<file path="src/rtl/zbt_pkg.sv">
package zbt_pkg;
    // kind of data phase pending in the cycle after an address phase
    typedef enum logic [1:0] {
        PH_IDLE  = 2'd0,
        PH_READ  = 2'd1,
        PH_WRITE = 2'd2
    } phase_e;

    // number of low address bits the linear burst walks through
    localparam int unsigned BURST_BITS = 2;
endpackage

</file>
<file path="src/rtl/zbt_burst_ctrl.sv">
module zbt_burst_ctrl
    import zbt_pkg::*;
#(
    parameter int unsigned ADDR_W = 6
) (
    input  logic              clk_i,
    input  logic              rst_ni,
    input  logic              hold_i,
    input  logic              cs_n_i,
    input  logic              adv_i,
    input  logic              rd_i,
    input  logic [ADDR_W-1:0] addr_i,
    output phase_e            phase_o,
    output logic [ADDR_W-1:0] ph_addr_o,
    output logic              live_o
);
    localparam int unsigned UPPER_W = ADDR_W - BURST_BITS;

    typedef struct packed {
        logic              live;
        logic              dir_rd;
        logic [ADDR_W-1:0] addr;
        phase_e            phase;
    } ctrl_t;

    ctrl_t st_d, st_q;

    logic [BURST_BITS-1:0] step_lo;
    logic [UPPER_W-1:0]    keep_hi;

    always_comb begin
        step_lo = st_q.addr[BURST_BITS-1:0] + {{(BURST_BITS-1){1'b0}}, 1'b1};
        keep_hi = st_q.addr[ADDR_W-1:BURST_BITS];
        st_d    = st_q;
        if (!hold_i) begin
            if (!adv_i) begin
                if (!cs_n_i) begin
                    st_d.live   = 1'b1;
                    st_d.dir_rd = rd_i;
                    st_d.addr   = addr_i;
                    st_d.phase  = rd_i ? PH_READ : PH_WRITE;
                end else begin
                    st_d.live  = 1'b0;
                    st_d.phase = PH_IDLE;
                end
            end else if (st_q.live) begin
                st_d.addr  = {keep_hi, step_lo};
                st_d.phase = st_q.dir_rd ? PH_READ : PH_WRITE;
            end else begin
                st_d.phase = PH_IDLE;
            end
        end
    end

    always_ff @(posedge clk_i or negedge rst_ni) begin
        if (!rst_ni) begin
            st_q <= '{live: 1'b0, dir_rd: 1'b0, addr: '0, phase: PH_IDLE};
        end else begin
            st_q <= st_d;
        end
    end

    assign phase_o   = st_q.phase;
    assign ph_addr_o = st_q.addr;
    assign live_o    = st_q.live;
endmodule

</file>
<file path="src/rtl/zbt_mem_array.sv">
module zbt_mem_array #(
    parameter int unsigned ADDR_W = 6,
    parameter int unsigned LANES  = 4,
    parameter int unsigned LANE_W = 8
) (
    input  logic                     clk_i,
    input  logic                     rst_ni,
    input  logic                     we_i,
    input  logic [LANES-1:0]         lane_wr_n_i,
    input  logic [ADDR_W-1:0]        addr_i,
    input  logic [LANES*LANE_W-1:0]  wdata_i,
    output logic [LANES*LANE_W-1:0]  rdata_o
);
    localparam int unsigned DEPTH = 1 << ADDR_W;

    for (genvar g = 0; g < LANES; g++) begin : g_lane
        logic [LANE_W-1:0] cell_q [DEPTH];
        logic              lane_we;

        assign lane_we = we_i && !lane_wr_n_i[g];

        always_ff @(posedge clk_i or negedge rst_ni) begin
            if (!rst_ni) begin
                for (int i = 0; i < DEPTH; i++) begin
                    cell_q[i] <= '0;
                end
            end else if (lane_we) begin
                cell_q[addr_i] <= wdata_i[g*LANE_W +: LANE_W];
            end
        end

        // flow-through: the read path has no output register
        assign rdata_o[g*LANE_W +: LANE_W] = cell_q[addr_i];
    end
endmodule

</file>
<file path="src/rtl/zbt_out_stage.sv">
module zbt_out_stage
    import zbt_pkg::*;
#(
    parameter int unsigned DATA_W = 32
) (
    input  phase_e            phase_i,
    input  logic              oe_n_i,
    input  logic [DATA_W-1:0] arr_data_i,
    output logic [DATA_W-1:0] rdata_o,
    output logic              drive_o
);
    logic drive_d;

    always_comb begin
        drive_d = (phase_i == PH_READ) && !oe_n_i;
        rdata_o = drive_d ? arr_data_i : '0;
        drive_o = drive_d;
    end
endmodule

</file>
<file path="src/rtl/zbt_sram.sv">
module zbt_sram
    import zbt_pkg::*;
#(
    parameter int unsigned ADDR_W = 6,
    parameter int unsigned LANES  = 4,
    parameter int unsigned LANE_W = 8
) (
    input  logic                    clk_i,
    input  logic                    rst_ni,
    input  logic                    hold_i,
    input  logic                    cs_n_i,
    input  logic                    adv_i,
    input  logic                    rd_i,
    input  logic [ADDR_W-1:0]       addr_i,
    input  logic [LANES-1:0]        byte_wr_n_i,
    input  logic [LANES*LANE_W-1:0] wdata_i,
    input  logic                    oe_n_i,
    output logic [LANES*LANE_W-1:0] rdata_o,
    output logic                    drive_o
);
    localparam int unsigned DATA_W = LANES * LANE_W;

    phase_e              ph_kind;
    logic [ADDR_W-1:0]   ph_addr;
    logic                burst_live;
    logic                arr_we;
    logic [DATA_W-1:0]   arr_rdata;

    zbt_burst_ctrl #(.ADDR_W(ADDR_W)) u_ctrl (
        .clk_i     (clk_i),
        .rst_ni    (rst_ni),
        .hold_i    (hold_i),
        .cs_n_i    (cs_n_i),
        .adv_i     (adv_i),
        .rd_i      (rd_i),
        .addr_i    (addr_i),
        .phase_o   (ph_kind),
        .ph_addr_o (ph_addr),
        .live_o    (burst_live)
    );

    // the write data phase commits at the edge that ends it, unless stalled
    assign arr_we = (ph_kind == PH_WRITE) && !hold_i;

    zbt_mem_array #(.ADDR_W(ADDR_W), .LANES(LANES), .LANE_W(LANE_W)) u_mem (
        .clk_i       (clk_i),
        .rst_ni      (rst_ni),
        .we_i        (arr_we),
        .lane_wr_n_i (byte_wr_n_i),
        .addr_i      (ph_addr),
        .wdata_i     (wdata_i),
        .rdata_o     (arr_rdata)
    );

    zbt_out_stage #(.DATA_W(DATA_W)) u_out (
        .phase_i    (ph_kind),
        .oe_n_i     (oe_n_i),
        .arr_data_i (arr_rdata),
        .rdata_o    (rdata_o),
        .drive_o    (drive_o)
    );
endmodule

</file>
<file path="config.mk">
export PLATFORM = sky130hd
export DESIGN_NAME = zbt_sram
export DESIGN_NICKNAME = d
export VERILOG_FILES = /design/src/rtl/zbt_pkg.sv /design/src/rtl/zbt_burst_ctrl.sv /design/src/rtl/zbt_mem_array.sv /design/src/rtl/zbt_out_stage.sv /design/src/rtl/zbt_sram.sv
export SDC_FILE = /design/constraint.sdc
export NUM_CORES = 2
export LEC_CHECK = 0
export BUFFER_PORTS_ARGS = -buffer_cell sky130_fd_sc_hd__buf_2
export CAP_MARGIN = 5
export CORE_MARGIN = 4
export CORE_UTILIZATION = 45
export DETAILED_ROUTE_END_ITERATION = 6
export PLACE_DENSITY = 0.71
export SLEW_MARGIN = 20
export SYNTH_ARGS = -nofsm -noshare
export SYNTH_HDL_FRONTEND = slang
export SYNTH_SLANG_ARGS = --single-unit
</file>
<file path="constraint.sdc">
create_clock -name clk_i -period 4.4 [get_ports clk_i]
set_input_delay 0 -clock clk_i [delete_from_list [all_inputs] [get_ports clk_i]]
set_output_delay 0 -clock clk_i [all_outputs]
set_load 0.01 [all_outputs]
</file>
==> results.md <==
- Status: finished, violations left
- Failing checks: design-rule violations, negative setup slack
- EDFF count, synth: 0
- Critical path's top delay family: buffers and inverters
- Critical Path Start: u_ctrl.ph_addr_o[1]
- Clock buffer count from CTS: 205
- Worst-margin pin slew: 1160 ps
- Psw: 15.1 mW
- Register area share after synthesis: 55.5%
- Final worst path period share: 101%
- Post-route setup slack: -48.5 ps
- Clock share of power: 37.3%
- Hold path cells: 3
- Worst R2R Start: u_ctrl.ph_addr_o[3]
- CTS Root Cell: clkbuf_16
- Peak VDD IR: 578 uV
- CP Buf/Inv Count: 4
- Initial core utilization: 45.3%
- Clock tree buffer depth: 3
- Gpl congestion: 0.906
- Synthesis warning total: 0
- Max Cap Violations: 0
- First-pass GRT wire length: 436000 um
- Top Ports: 82
- GR Overflow Total: 0
- Cells after Synth: 6907
- Row count: 166
- Mapped cell area: 92800 um2
- P_leak: 49.0 nW
- Total Routing Usage GR: 27.2%
- Die Height: 462 um
- Sum of negative setup slack: -48.5 ps
- Area Overhead vs Synth: 12.3%
- Layout Nets: 6945
- Dominant synthesized flop cell: dfrtp_1
- Max stage delay cell, worst path: dfrtp_4
- Port Buffers: 81
- Initial antenna violation count: 13
- Drt wl/cell: 30.0 um
- Worst EP arrival: 4450 ps
- RSZ-0062 raised after global routing: no
- Design area: 104000 um2
- Worst Clk Skew: 45.3 ps
- Syn nets: 6956
- Share of layout cells above drive strength 1: 42.3%
- Die W: 462 um
- CP Capture Type: primary output
- Hold Startpoint: wdata_i[18]
- R2R Setup Slk: 610 ps
- Yosys cell types: 61
- Via density per instance: 6.53
- Slew Viols, Final: 0
- Clock transition at path regs: 60 ps
- Via count: 63700
- First-pass DRT Iterations: 7
- Clk_lat worst skew: 870 ps
- CP Max Fanout: 25
- Pwr Density: 467 nW/um2
- Setup violation total in the final timing report: 1
- Post-Place Cell Area: 96500 um2
- Worst hold path class: in2reg
- Max-slew headroom: 22.7%
- Reg2reg path depth: 7
- Critical Path Source Type: register
- Switching part of the total: 31.0%
- Setup CP Type: reg2out
- Post-synth ARST share: 100%
- Min Clock Period, post-route: 4450 ps
- H-Tree Depth: 4
- Avg Inst Size Synth: 13.4 um2
- Die area: 213000 um2
- CP Cell Sequence: nor2b_4 -> buf_4 -> buf_4 -> a221oi_1 -> nor2_1 -> o21ai_0 -> and4_1 -> a31oi_2 -> buf_4 -> buf_2
- CTS Sinks: 2058
- Maximum clock rate: 225 MHz
- Routed WL: 293000 um
- FF-to-FF End: u_mem.g_lane[2].cell_q[187]
- Hold EP: u_mem.g_lane[2].cell_q[362]
- Combinational fraction of design power: 20.2%
- WP data required: 4400 ps
- Reg power frac: 42.5%
- CTS tree: built
- Total power: 48.6 mW
- Synthesized flop and latch total: 2058
- Drc violations: 2
- Initial drt markers: 6961
- Number of global-route vias before repair: 65000
- CP peak stage delay: 660 ps
- Largest net degree at the start of global routing: 200
- Most common cell on crit path: buf_4
- HPWL Detailed: 182000 um
- Int Pwr: 33.6 mW
- Antenna viol nets, final: 0
- Core ar.: 205000 um2
- Hold Vio Cnt, Final: 0
==> routing by layer <==
layer  vias up  GRT usage, %  wire, um
li1      26000             -         -
met3       745          6.93     27500
met1     33800          36.7    118000
met5         -         0.543       207
met2      3168          40.6    131000
met4        10          13.9     16500
==> worst register-to-register path, cell delays in order (launching register included) <==
cell and delay, ps:
dfrtp_1 610, and2_1 200, buf_4 380, nand2b_1 130, buf_4 280, nor2_1 930, nand2_1 630, mux2_2 460
==> synth_stat cells (7+ instances only) <==
cell type | n | area share (%)
o21a_1 | 7 | 0.057
clkbuf_1 | 406 | 1.6
mux2_2 | 2061 | 25
o221ai_1 | 9 | 0.085
buf_2 | 96 | 0.52
a22o_1 | 24 | 0.23
dfrtp_1 | 2058 | 56
o21ai_0 | 184 | 0.99
mux2i_1 | 62 | 0.67
o22ai_1 | 118 | 0.80
buf_1 | 80 | 0.32
a221oi_1 | 483 | 4.6
nor3_1 | 22 | 0.12
and2_1 | 8 | 0.054
nor2_2 | 97 | 0.65
nand2_1 | 210 | 0.85
mux2_1 | 34 | 0.41
a22oi_1 | 267 | 2.2
nor2_4 | 10 | 0.12
buf_4 | 7 | 0.057
nand2_2 | 44 | 0.30
nor2_1 | 260 | 1.1
mux4_2 | 72 | 1.7
a21oi_1 | 118 | 0.64
o41a_1 | 16 | 0.19
a31oi_1 | 14 | 0.094
nand3_1 | 24 | 0.13
nor4_1 | 22 | 0.15
==> per-stage QoR <==
stage,instances,worst slack (ps),utilization (%),hold slack (ps)
2_1_floorplan,6907,2210,-,-296
3_3_place_gp,9314,416,47.1,-10.9
3_5_place_dp,9315,471,47.1,-3.95
4_1_cts,9747,54.6,50.8,11.3
5_1_grt,9752,7.63,50.9,52.6
6_report,9755,-48.5,50.9,45.2
==> worst max path at each step <==
| stage | to | slack [ps] | cells after the start |
|---|---|---|---|
| CTS | rdata_o[8] | 50 | 8 |
| floorplan | u_mem.g_lane[0].cell_q[456] | 2210 | 7 |
| detailed placement | rdata_o[4] | 470 | 10 |
| finish | rdata_o[4] | -50 | 10 |
| global placement | u_mem.g_lane[3].cell_q[320] | 420 | 7 |
| global route | rdata_o[19] | 8 | 9 |
==> layout make-up <==
| type | count | area, um2 |
|---|---|---|
| repair buffers | 371 | 3290 |
| multi-input cells | 4254 | 39000 |
| inverters | 6 | 35.0 |
| well taps | 2688 | 3360 |
| clock inverters | 65 | 857 |
| clock buffers | 308 | 6110 |
| flip-flops and latches | 2058 | 51500 |
| diodes | 5 | 12.5 |
| fillers | 17200 | 101000 |
==> cells in the final DEF (no fill, tap or decap), types with 6 or more instances in the layout <==
cell type,instances
a21oi_1,117
a221oi_1,482
a22o_1,24
a22oi_1,266
a31oi_1,13
and2_1,6
buf_12,39
buf_2,79
buf_4,195
bufinv_16,15
clkbuf_1,49
clkbuf_16,210
clkbuf_8,49
clkinv_2,30
dfrtp_1,2054
dlygate4sd3_1,48
mux2_1,34
mux2_2,2061
mux2i_1,62
mux4_2,72
nand2_1,208
nand2_2,46
nand3_1,24
nand4_1,6
nor2_1,252
nor2_2,104
nor2_4,12
nor3_1,19
nor4_1,21
o21a_1,7
o21ai_0,182
o221ai_1,9
o22ai_1,118
o32ai_1,6
o41a_1,16
or3_1,6
==> flip-flops by register name, summed over array words and instances, names as in the netlist <==
signal               flops
u_ctrl.phase_o           2
u_ctrl.live_o            1
u_ctrl.ph_addr_o         6
u_mem.g_lane.cell_q   2048
u_ctrl.st_q              1
==> logic make-up after synthesis <==
| kind of cell | after synthesis | synth area share [%] |
|---|---|---|
| mux | 2229 | 27.9 |
| simple gates | 744 | 3.86 |
| compound gates | 1276 | 10.1 |
| flops | 2058 | 55.5 |
| buf+inv | 600 | 2.63 |
==> repair_timing <==
item	CTS	global route
cloned	5	0
hold buffers	48	1
setup buffers	6	0
resized for setup	2	7
endpoints found under the setup margin	2	6
hold endpoints to repair	2081	64
pin swaps	3	0
==> power by group through the flow <==
stage	logic [mW]	clock network (mW)	registers [mW]
detailed placement	9.39	0	21.0
floorplan	5.68	0	20.7
CTS	9.60	18.3	20.6
global route	10.3	19.1	20.7
finish	9.85	18.1	20.7
global placement	9.24	0	20.9
Note: power is estimated with default switching activity, not from simulation.
